==> config.mk <==
export PLATFORM = sky130hd
export DESIGN_NAME = cfg_par_loader
export DESIGN_NICKNAME = d
export VERILOG_FILES = /design/src/rtl/cfgl_pkg.sv /design/src/rtl/cfgl_tick.sv /design/src/rtl/cfgl_timer.sv /design/src/rtl/cfg_par_loader.sv
export SDC_FILE = /design/constraint.sdc
export NUM_CORES = 1
export LEC_CHECK = 0
export CORE_AREA = 2 2 77 79
export CTS_CLUSTER_DIAMETER = 50
export DETAILED_ROUTE_END_ITERATION = 8
export DIE_AREA = 0 0 79 81
export PLACE_DENSITY = 0.73
export SYNTH_ARGS = -nofsm -noshare
export SYNTH_HDL_FRONTEND = slang
export SYNTH_SLANG_ARGS = --single-unit
==> constraint.sdc <==
create_clock -name clk_i -period 3.15 [get_ports clk_i]
set_input_delay 0.945 -clock clk_i [delete_from_list [all_inputs] [get_ports clk_i]]
set_output_delay 0.945 -clock clk_i [all_outputs]
set_load 0.005 [all_outputs]
==> src/rtl/cfgl_pkg.sv <==
package cfgl_pkg;

    localparam int CFGL_BUS_W = 8;

    typedef enum logic [3:0] {
        ST_IDLE,
        ST_PROG,
        ST_WRDY,
        ST_SETW,
        ST_SETC,
        ST_LOAD,
        ST_CLO,
        ST_CHI,
        ST_AFT,
        ST_RELW,
        ST_DCHK,
        ST_DHI
    } cfgl_state_e;

    typedef enum logic [1:0] {
        ERR_NONE  = 2'd0,
        ERR_READY = 2'd1,
        ERR_BUSY  = 2'd2,
        ERR_DONE  = 2'd3
    } cfgl_err_e;

endpackage

==> src/rtl/cfgl_tick.sv <==
module cfgl_tick #(
    parameter int DIV = 2
) (
    input  logic clk_i,
    input  logic rst_ni,
    output logic tick_o
);
    generate
        if (DIV <= 1) begin : g_every
            assign tick_o = 1'b1;
        end else begin : g_div
            localparam int CW = $clog2(DIV);
            logic [CW-1:0] cnt_d, cnt_q;

            always_comb begin
                if (cnt_q == CW'(DIV - 1)) cnt_d = '0;
                else                       cnt_d = cnt_q + 1'b1;
            end

            always_ff @(posedge clk_i or negedge rst_ni) begin
                if (!rst_ni) cnt_q <= '0;
                else         cnt_q <= cnt_d;
            end

            assign tick_o = (cnt_q == CW'(DIV - 1));

            AST_TICK_WRAP: assert property (@(posedge clk_i) disable iff (!rst_ni)
                tick_o |=> !tick_o) else $error("tick repeated");
        end
    endgenerate
endmodule

==> src/rtl/cfgl_timer.sv <==
module cfgl_timer #(
    parameter int LIMIT = 1000
) (
    input  logic clk_i,
    input  logic rst_ni,
    input  logic clr_i,
    output logic exp_o
);
    localparam int TW = $clog2(LIMIT + 1);
    logic [TW-1:0] cnt_d, cnt_q;

    always_comb begin
        cnt_d = cnt_q;
        if (clr_i)       cnt_d = '0;
        else if (!exp_o) cnt_d = cnt_q + 1'b1;
    end

    always_ff @(posedge clk_i or negedge rst_ni) begin
        if (!rst_ni) cnt_q <= '0;
        else         cnt_q <= cnt_d;
    end

    assign exp_o = (cnt_q >= TW'(LIMIT));

    AST_TMR_HOLD: assert property (@(posedge clk_i) disable iff (!rst_ni)
        (exp_o && !clr_i) |=> exp_o) else $error("timer dropped");
endmodule

==> src/rtl/cfg_par_loader.sv <==
module cfg_par_loader
    import cfgl_pkg::*;
#(
    parameter int CLK_HZ      = 200_000_000,
    parameter int CCLK_MAX_HZ = 50_000_000,
    parameter int PROG_TICKS  = 4,
    parameter int TIMEOUT_CYC = CLK_HZ / 100
) (
    input  logic                  clk_i,
    input  logic                  rst_ni,
    input  logic                  start_i,
    input  logic                  busy_chk_en_i,
    input  logic                  s_valid_i,
    input  logic [CFGL_BUS_W-1:0] s_data_i,
    input  logic                  s_last_i,
    output logic                  s_ready_o,
    output logic                  dev_prog_o,
    output logic                  dev_cs_o,
    output logic                  dev_wr_o,
    output logic                  dev_cclk_o,
    output logic [CFGL_BUS_W-1:0] dev_dq_o,
    input  logic                  dev_init_i,
    input  logic                  dev_busy_i,
    input  logic                  dev_done_i,
    output logic                  dev_abort_o,
    output logic                  run_o,
    output logic                  ok_o,
    output logic [1:0]            err_o
);
    localparam int HALF_DIV = (CLK_HZ + 2 * CCLK_MAX_HZ - 1) / (2 * CCLK_MAX_HZ);
    localparam int PW       = $clog2(PROG_TICKS + 1);
    localparam int GW       = $clog2(HALF_DIV + 1) + 1;

    typedef struct packed {
        cfgl_state_e           st;
        logic                  prog;
        logic                  cs;
        logic                  wr;
        logic                  cclk;
        logic                  last;
        logic                  run;
        logic                  ok;
        logic                  abort;
        cfgl_err_e             err;
        logic [CFGL_BUS_W-1:0] dq;
        logic [PW-1:0]         pcnt;
    } ctl_t;

    ctl_t st_d, st_q;
    logic tick, tmo, tmr_clr, rdy;

    cfgl_tick #(.DIV(HALF_DIV)) tick_i (
        .clk_i  (clk_i),
        .rst_ni (rst_ni),
        .tick_o (tick)
    );

    cfgl_timer #(.LIMIT(TIMEOUT_CYC)) tmr_i (
        .clk_i  (clk_i),
        .rst_ni (rst_ni),
        .clr_i  (tmr_clr),
        .exp_o  (tmo)
    );

    function automatic ctl_t end_fail(ctl_t c, cfgl_err_e code);
        ctl_t r;
        r       = c;
        r.st    = ST_IDLE;
        r.err   = code;
        r.abort = 1'b1;
        r.run   = 1'b0;
        r.prog  = 1'b0;
        r.cs    = 1'b0;
        r.wr    = 1'b0;
        r.cclk  = 1'b1;
        return r;
    endfunction

    always_comb begin
        st_d    = st_q;
        tmr_clr = 1'b0;
        rdy     = 1'b0;
        unique case (st_q.st)
            ST_IDLE: begin
                if (start_i) begin
                    st_d.st    = ST_PROG;
                    st_d.prog  = 1'b1;
                    st_d.pcnt  = '0;
                    st_d.run   = 1'b1;
                    st_d.ok    = 1'b0;
                    st_d.abort = 1'b0;
                    st_d.err   = ERR_NONE;
                    st_d.cclk  = 1'b1;
                    tmr_clr    = 1'b1;
                end
            end
            ST_PROG: begin
                if (tick) begin
                    if (st_q.pcnt == PW'(PROG_TICKS - 1)) begin
                        st_d.prog = 1'b0;
                        st_d.st   = ST_WRDY;
                        tmr_clr   = 1'b1;
                    end else begin
                        st_d.pcnt = st_q.pcnt + 1'b1;
                    end
                end
            end
            ST_WRDY: begin
                if (tick) begin
                    if (dev_init_i && !dev_busy_i) st_d.st = ST_SETW;
                    else if (tmo)                  st_d = end_fail(st_q, ERR_READY);
                end
            end
            ST_SETW: begin
                if (tick) begin
                    st_d.wr = 1'b1;
                    st_d.st = ST_SETC;
                end
            end
            ST_SETC: begin
                if (tick) begin
                    st_d.cs   = 1'b1;
                    st_d.cclk = 1'b1;
                    st_d.st   = ST_LOAD;
                end
            end
            ST_LOAD: begin
                if (tick) begin
                    rdy = 1'b1;
                    if (s_valid_i) begin
                        st_d.dq   = s_data_i;
                        st_d.last = s_last_i;
                        st_d.st   = ST_CLO;
                        tmr_clr   = 1'b1;
                    end
                end
            end
            ST_CLO: begin
                if (tick) begin
                    st_d.cclk = 1'b0;
                    st_d.st   = ST_CHI;
                end
            end
            ST_CHI: begin
                if (tick) begin
                    st_d.cclk = 1'b1;
                    st_d.st   = ST_AFT;
                end
            end
            ST_AFT: begin
                if (tick) begin
                    if (busy_chk_en_i && dev_busy_i) begin
                        if (tmo) begin
                            st_d = end_fail(st_q, ERR_BUSY);
                        end else begin
                            st_d.cclk = 1'b0;
                            st_d.st   = ST_CHI;
                        end
                    end else if (st_q.last) begin
                        st_d.cs = 1'b0;
                        st_d.st = ST_RELW;
                    end else begin
                        st_d.st = ST_LOAD;
                    end
                end
            end
            ST_RELW: begin
                if (tick) begin
                    st_d.wr = 1'b0;
                    st_d.st = ST_DCHK;
                    tmr_clr = 1'b1;
                end
            end
            ST_DCHK: begin
                if (tick) begin
                    if (dev_done_i) begin
                        st_d.ok  = 1'b1;
                        st_d.run = 1'b0;
                        st_d.st  = ST_IDLE;
                    end else if (tmo) begin
                        st_d = end_fail(st_q, ERR_DONE);
                    end else begin
                        st_d.cclk = 1'b0;
                        st_d.st   = ST_DHI;
                    end
                end
            end
            ST_DHI: begin
                if (tick) begin
                    st_d.cclk = 1'b1;
                    st_d.st   = ST_DCHK;
                end
            end
            default: st_d.st = ST_IDLE;
        endcase
    end

    always_ff @(posedge clk_i or negedge rst_ni) begin
        if (!rst_ni) begin
            st_q       <= '0;
            st_q.st    <= ST_IDLE;
            st_q.err   <= ERR_NONE;
            st_q.cclk  <= 1'b1;
        end else begin
            st_q <= st_d;
        end
    end

    assign s_ready_o   = rdy;
    assign dev_prog_o  = st_q.prog;
    assign dev_cs_o    = st_q.cs;
    assign dev_wr_o    = st_q.wr;
    assign dev_cclk_o  = st_q.cclk;
    assign dev_dq_o    = st_q.dq;
    assign dev_abort_o = st_q.abort;
    assign run_o       = st_q.run;
    assign ok_o        = st_q.ok;
    assign err_o       = st_q.err;

    // cycles since the last clock level change, saturating at HALF_DIV
    logic [GW-1:0] gap_q;
    always_ff @(posedge clk_i or negedge rst_ni) begin
        if (!rst_ni)                     gap_q <= GW'(HALF_DIV);
        else if (st_d.cclk != st_q.cclk) gap_q <= GW'(1);
        else if (gap_q < GW'(HALF_DIV))  gap_q <= gap_q + 1'b1;
    end

    AST_CCLK_RATE: assert property (@(posedge clk_i) disable iff (!rst_ni)
        (st_d.cclk != st_q.cclk) |-> (gap_q >= GW'(HALF_DIV))) else $error("cclk too fast");
    AST_CS_NEEDS_WR: assert property (@(posedge clk_i) disable iff (!rst_ni)
        dev_cs_o |-> dev_wr_o) else $error("select without write");
    AST_READY_OPEN: assert property (@(posedge clk_i) disable iff (!rst_ni)
        s_ready_o |-> (dev_cs_o && dev_wr_o && dev_cclk_o)) else $error("ready outside load");
    AST_DQ_STABLE: assert property (@(posedge clk_i) disable iff (!rst_ni)
        ($rose(dev_cclk_o) && dev_cs_o) |-> $stable(dev_dq_o)) else $error("data moved at edge");
    AST_START_IGNORED: assert property (@(posedge clk_i) disable iff (!rst_ni)
        (run_o && !dev_prog_o && start_i) |=> !dev_prog_o) else $error("restart while running");
    AST_CS_FIRST: assert property (@(posedge clk_i) disable iff (!rst_ni)
        ($fell(dev_cs_o) && !dev_abort_o) |-> dev_wr_o) else $error("write dropped with select");
    AST_OK_CLEAN: assert property (@(posedge clk_i) disable iff (!rst_ni)
        ok_o |-> (err_o == 2'd0 && !dev_abort_o && !run_o)) else $error("ok with error");
    AST_ABORT_CODE: assert property (@(posedge clk_i) disable iff (!rst_ni)
        dev_abort_o |-> (err_o != 2'd0 && !dev_cs_o && !dev_wr_o)) else $error("abort without code");

endmodule

# Word level (Yosys, flattened, before mapping)
# Index checks and enable logic that the tools add are counted.
dict set report op_classes {
  n_addsub 3
  n_lt_le_gt_ge 1
  n_eq_ne 39
  muxes 63
  bitwise 3
  reduce_logical 23
}
# cell count
set op_table {}
lappend op_table {{25-bit 2-to-1 mux} 4}
lappend op_table {{21-bit 2-to-1 mux} 3}
lappend op_table {{4-bit 2-to-1 mux} 12}
lappend op_table {{4-bit case mux with 11 select lines} 1}
lappend op_table {{11-bit AND reduction} 3}
lappend op_table {{16-bit 2-to-1 mux} 2}
lappend op_table {{8-bit case mux with 4 select lines} 1}
lappend op_table {{2-bit by 1-bit inequality test with 1-bit output, second input constant} 13}
lappend op_table {{5-bit 2-to-1 mux} 5}
lappend op_table {{2-bit inequality test, second input constant} 11}
lappend op_table {{21-bit by 1-bit adder with 21-bit output, second input constant} 1}
lappend op_table {{21-bit greater-or-equal comparator, second input constant} 1}
lappend op_table {{5-bit case mux with 4 select lines} 1}
lappend op_table {{10-bit AND reduction} 2}
lappend op_table {{19-bit 2-to-1 mux} 1}
lappend op_table {{1-bit 2-to-1 mux} 17}
lappend op_table {{4-bit by 3-bit equality test with 1-bit output, second input constant} 4}
lappend op_table {{4-bit equality test, second input constant} 4}
lappend op_table {{8-bit 2-to-1 mux} 2}
lappend op_table {{3-bit 2-to-1 mux} 5}
lappend op_table {{3-bit case mux with 5 select lines} 1}
lappend op_table {{14-bit 2-to-1 mux} 1}
lappend op_table {{14-bit AND reduction} 1}
lappend op_table {{1-bit case mux with 4 select lines} 3}
lappend op_table {{other kinds (22)} 33}
dict set report word_totals {
  register_bits 47
  input_bits 17
  out_inout_bits 18
  elab_cells 146
}

# Depth between registers and ports, before layout
dict set report logic_depth {
  depth_word 5
  ltp_mapped 7
  ltp_nobuf 7
}

# Cells and area by module
# A second synthesis with hierarchy kept.
dict set report hier_totals {
  cells_unflattened 309
  hier_area_um2 2945.3
}
# module n_inst cells_per_inst area_each_um2 seq_area_each_um2
set by_module_without_submodules {}
lappend by_module_without_submodules {cfg_par_loader 1 180 1737.9 626.9}
lappend by_module_without_submodules {cfgl_timer 1 127 1178.6 525.5}
lappend by_module_without_submodules {cfgl_tick 1 2 28.8 25.0}

# Worst setup path before layout
# No wires, ideal clock.
dict set report synth_timing {
  path_type {reg-to-reg}
  from {register tmr_i.cnt_q[14]}
  to {register st_q[21] (netlist name)}
  setup_time_ps 125
  arrival_time_ps 2162
  required_ps 3025
  setup_slack_ps 863
  path_stages_with_launch 6
  path_buffers 0
  period_less_slack_ps 2287
  path_cell_list {dfrtp_1 > or4_4 > a211oi_4 > nor2_1 > o211ai_2 > mux2_2}
}
dict set report synth_via {
  elab_chain_cells 5
  word_cells_on_any_way 10
  cone_classes {1 x order compare; 1 x eq/ne; 7 x mux; 1 x reduce/logical}
}
# element line_no
set synth_rtl {}
lappend synth_rtl {{start, declared} cfgl_timer.sv:10} ;# logic [TW-1:0] cnt_d, cnt_q;
lappend synth_rtl {{start signal, assigned} cfgl_timer.sv:20} ;# else cnt_q <= cnt_d;
lappend synth_rtl {{21-bit greater-or-equal comparator *} cfgl_timer.sv:23} ;# assign exp_o = (cnt_q >= TW'(LIMIT));
lappend synth_rtl {{4-bit 2-to-1 mux / 3-bit 2-to-1 mux (equally long branches)} {cfg_par_loader.sv:180, cfg_par_loader.sv:153}}
lappend synth_rtl {{4-bit 2-to-1 mux, on equally long branches} {cfg_par_loader.sv:176, cfg_par_loader.sv:152}}
lappend synth_rtl {{25-bit 2-to-1 mux, on equally long branches} {cfg_par_loader.sv:175, cfg_par_loader.sv:151}}
lappend synth_rtl {{4-bit case mux with 11 select lines} cfg_par_loader.sv:83} ;# unique case (st_q.st)
lappend synth_rtl {{end signal, assigned} cfg_par_loader.sv:205} ;# st_q <= st_d;
lappend synth_rtl {{end, declared} cfg_par_loader.sv:49} ;# ctl_t st_d, st_q;
# Every way passes the cells marked *; elsewhere a longest branch is shown, timed or not. The select of a mux whose other input is x is not followed.
# A chain may end at the register's enable or synchronous reset.

# Worst setup path after layout
dict set report layout_timing {
  from {register st_q[22] (netlist name)}
  to {output s_ready_o}
}
dict set report layout_via {
  elab_chain_cells 2
}
# element line_no
set layout_rtl {}
lappend layout_rtl {{4-bit by 3-bit equality test with 1-bit output} cfg_par_loader.sv:83}
lappend layout_rtl {{1-bit 2-to-1 mux} cfg_par_loader.sv:83}
lappend layout_rtl {{end, declared} cfg_par_loader.sv:16} ;# output logic s_ready_o,
# Every way passes these cells.

==> flow_summary_export.csv <==
group,metric,value,unit
run_status,status,"finished clean",
critical_path,start_kind,"flip-flop",
die,ioPinCount,35,
die,die_w,79,um
route,avgViaCountPerCell,5.705,
logic_synthesis,async_flop_share,100.0,%
layout,fillers,524,
logic_synthesis,synth_area_leaders,"dfrtp_1 (42%), mux2_2 (5.8%), nor2_1 (4.7%), o21ai_0 (4.4%), nand2_1 (4.1%)",
timing,rsz0062_at_grt,"no",
critical_path,required,2.20,ns
global_route,track_usage,20.08,%
critical_path,crit_chain,"nor2b_1 -> nand2_1 -> nor2_1 -> clkdlybuf4s50_1",
clock_tree,htree_levels,2,
logic_synthesis,yosys-top-cells-count,"dfrtp_1 (46), nor2_1 (34), nand2_1 (30)",
critical_path,crit_family,"buffers and inverters",
logic_synthesis,syn_nets,321,
route,wl_met2,3041,um
route,ant_nets,0,
clock_tree,clk_pin_slew,0.09,ns
die,dieArea,6399,sq um
critical_path,cp-end-kind,"primary output",
timing,final.period_utilization,87.11,%
critical_path,slowest_stage,"clkdlybuf4s50_1",
die,fp.dieH,81,um
die,core,5675,sq um
power_and_ir_drop,p_total,2.536,mW
timing,hold_viol_final,0,
die,floorplan.initialDensity,47.88,%
clock_tree,clk_path_buf_depth,2,
global_route,grt_pass1_wl,10210,um
critical_path,path_max_fanout,13,
clock_tree,cts-root-buf,"clkbuf_8",
clock_tree,cts.sinks,47,
layout,final_nets,348,
logic_synthesis,ys.warnings.count,0,
route,wl_met3,310,um
global_route,antenna_found_initial,0,
route,wire_per_inst,15.08,um
logic_synthesis,netlist_area,2718,sq um
power_and_ir_drop,ir_drop,0.3265,mV
logic_synthesis,ys_seq_area_share,43.32,%
timing,relSlewSlack,49.53,%
route,wl_met1,2619,um
layout,layout-drive-gt1-share,11.59,%
critical_path,critPathKind,"flip-flop to primary output",
route,drc,0,
route,route.vias.total,2299,
clock_tree,cts_setup_buffers,0,
timing,period_minus_slack,2.744,ns
layout,fin_cells,403,
power_and_ir_drop,power.leakage,1.349,nW
timing,timing.final.ws_setup,0.4059,ns
place,place_hpwl,4315,um
global_route,grt_max_degree,28,
timing,setup_viol,0,
clock_tree,hold_buffers,0,
logic_synthesis,syn_inst,300,
logic_synthesis,yosysMostFrequentCell,"dfrtp_1",
power_and_ir_drop,p_per_area,799.8,nW/um^2
timing,clock_skew,0.01000,ns
layout,antenna_cells,0,
clock_tree,cts_tree,"done",
timing,tightestPinTransition,0.7465,ns
route,drt_iter0_drc,209,
place,post-place-ws,0.3456,ns
timing,finalMaxSlewViolations,0,
critical_path,crit_path_max_incr_delay,0.53,ns
route,topRoutingLayerUsed,"met4",
logic_synthesis,yosys.area.top_type,"dfrtp_1",
logic_synthesis,synth_top_area_share,42.36,%
logic_synthesis,ys.flop_type,"dfrtp_1",
clock_tree,cts_buffers,5,
layout,syn_to_final_growth,16.67,%
route,wl,6079,um
timing,setup_tns,0,ns
clock_tree,insertion_delay,0.29,ns
timing,max_freq,364.4,MHz
worst_hold_path,worstHoldPathType,"flip-flop to flip-flop",
global_route,grt_pass1_vias,2256,
place,place_inst,395,
logic_synthesis,ys_types,52,
critical_path,arrival,1.80,ns
global_route,grt-ovfl-total,0,
logic_synthesis,synth_edf_count,0,
place,gp_congestion,0.9578,
logic_synthesis,syn_avg_cell_area,9.059,sq um
clock_tree,ctsResizeCount,0,
place,port_buffers,34,
critical_path,path_buf_inv,1,
flow_run,drv_cap,0,
die,num_rows,28,
route,drt_pass1_iterations,4,
logic_synthesis,ys_ff_latch,47,
## per-stage QoR
stage	instance area [sq um]	util, %	hold slack [ns]
finish	3171	55.86	0.4991
CTS	3171	55.86	0.5033
detailed placement	3090	54.45	0.4886
floorplan	2718	-	0.4622
global route	3171	55.86	0.5195
global placement	3090	54.45	0.4839
## cell families after synthesis
| kind of cell | Yosys count | synth area share, % |
|---|---|---|
| muxes | 15 | 6.169 |
| and+or+nand+nor | 120 | 21.46 |
| adders and majority gates | 5 | 2.210 |
| xor gates and xnor gates | 12 | 3.867 |
| AOI/OAI and AO/OA | 72 | 17.54 |
| DFF | 47 | 43.32 |
| buffers and inverters | 29 | 5.433 |
## sequential cells by signal (all words and copies together) (netlist names)
signal and flops:
dev_abort_o 1, dev_cclk_o 1, dev_cs_o 1, dev_dq_o 8, dev_prog_o 1, dev_wr_o 1, err_o 2, ok_o 1
run_o 1, st_q 8, tick_i.tick_o 1, tmr_i.cnt_q 21
## cells in the final DEF (no fill, tap or decap), types with 3 or more instances in the layout
| cell type | n |
|---|---|
| a21oi_1 | 20 |
| a31oi_1 | 4 |
| and3_1 | 5 |
| buf_4 | 8 |
| clkbuf_1 | 3 |
| clkbuf_8 | 5 |
| clkdlybuf4s50_1 | 33 |
| dfrtp_1 | 46 |
| ha_1 | 4 |
| inv_1 | 7 |
| mux2_2 | 14 |
| nand2_1 | 30 |
| nand2b_1 | 5 |
| nand3_1 | 11 |
| nand4_1 | 8 |
| nor2_1 | 34 |
| nor2b_1 | 4 |
| nor3_1 | 8 |
| o21ai_0 | 24 |
| or3_1 | 7 |
| xor2_1 | 10 |
## area by class of cell
type / count / area (sq um) / share of cell area (%)
Tap cell: 75 / 93.84 / 2.960
Timing Repair Buffer: 42 / 395.4 / 12.47
Inverter: 7 / 26.28 / 0.8287
Multi-Input combinational cell: 224 / 1398 / 44.08
Sequential cell: 47 / 1177 / 37.13
Clock buffer: 8 / 80.08 / 2.526
## where the power goes
part           total [mW]  internal [mW]  switching (mW)  leakage (nW)
clock network       0.349          0.158           0.191        0.0395
registers           0.895          0.768           0.127         0.614
logic                1.29          0.598           0.693         0.696
total                2.54           1.52            1.01          1.35
## final timing paths
path / from / end / slack (ns) / cells after the start
max: st_q[22]$_DFFE_PN0P_ / s_ready_o / 0.41 / 4
min: dev_cs_o$_DFFE_PN0P_ / dev_cs_o$_DFFE_PN0P_ / 0.50 / 1
max reg2reg: tmr_i.cnt_q[14]$_DFFE_PN0P_ / st_q[21]$_DFFE_PN0P_ / 0.49 / 5
min reg2reg: dev_cs_o$_DFFE_PN0P_ / dev_cs_o$_DFFE_PN0P_ / 0.50 / 1
max in group asynchronous: rst_ni / tmr_i.cnt_q[8]$_DFFE_PN0P_ / 1.80 / 2
min in group asynchronous: rst_ni / dev_abort_o$_DFFE_PN0P_ / 0.60 / 1
## metal layers
| metal | GRT usage, % | up-vias |
|---|---|---|
| met5 | 0 | - |
| met4 | 8.966 | 0 |
| met3 | 4.000 | 12 |
| met2 | 34.32 | 82 |
| met1 | 24.73 | 1086 |
| li1 | - | 1119 |
Power figures use the tool's default switching activity.
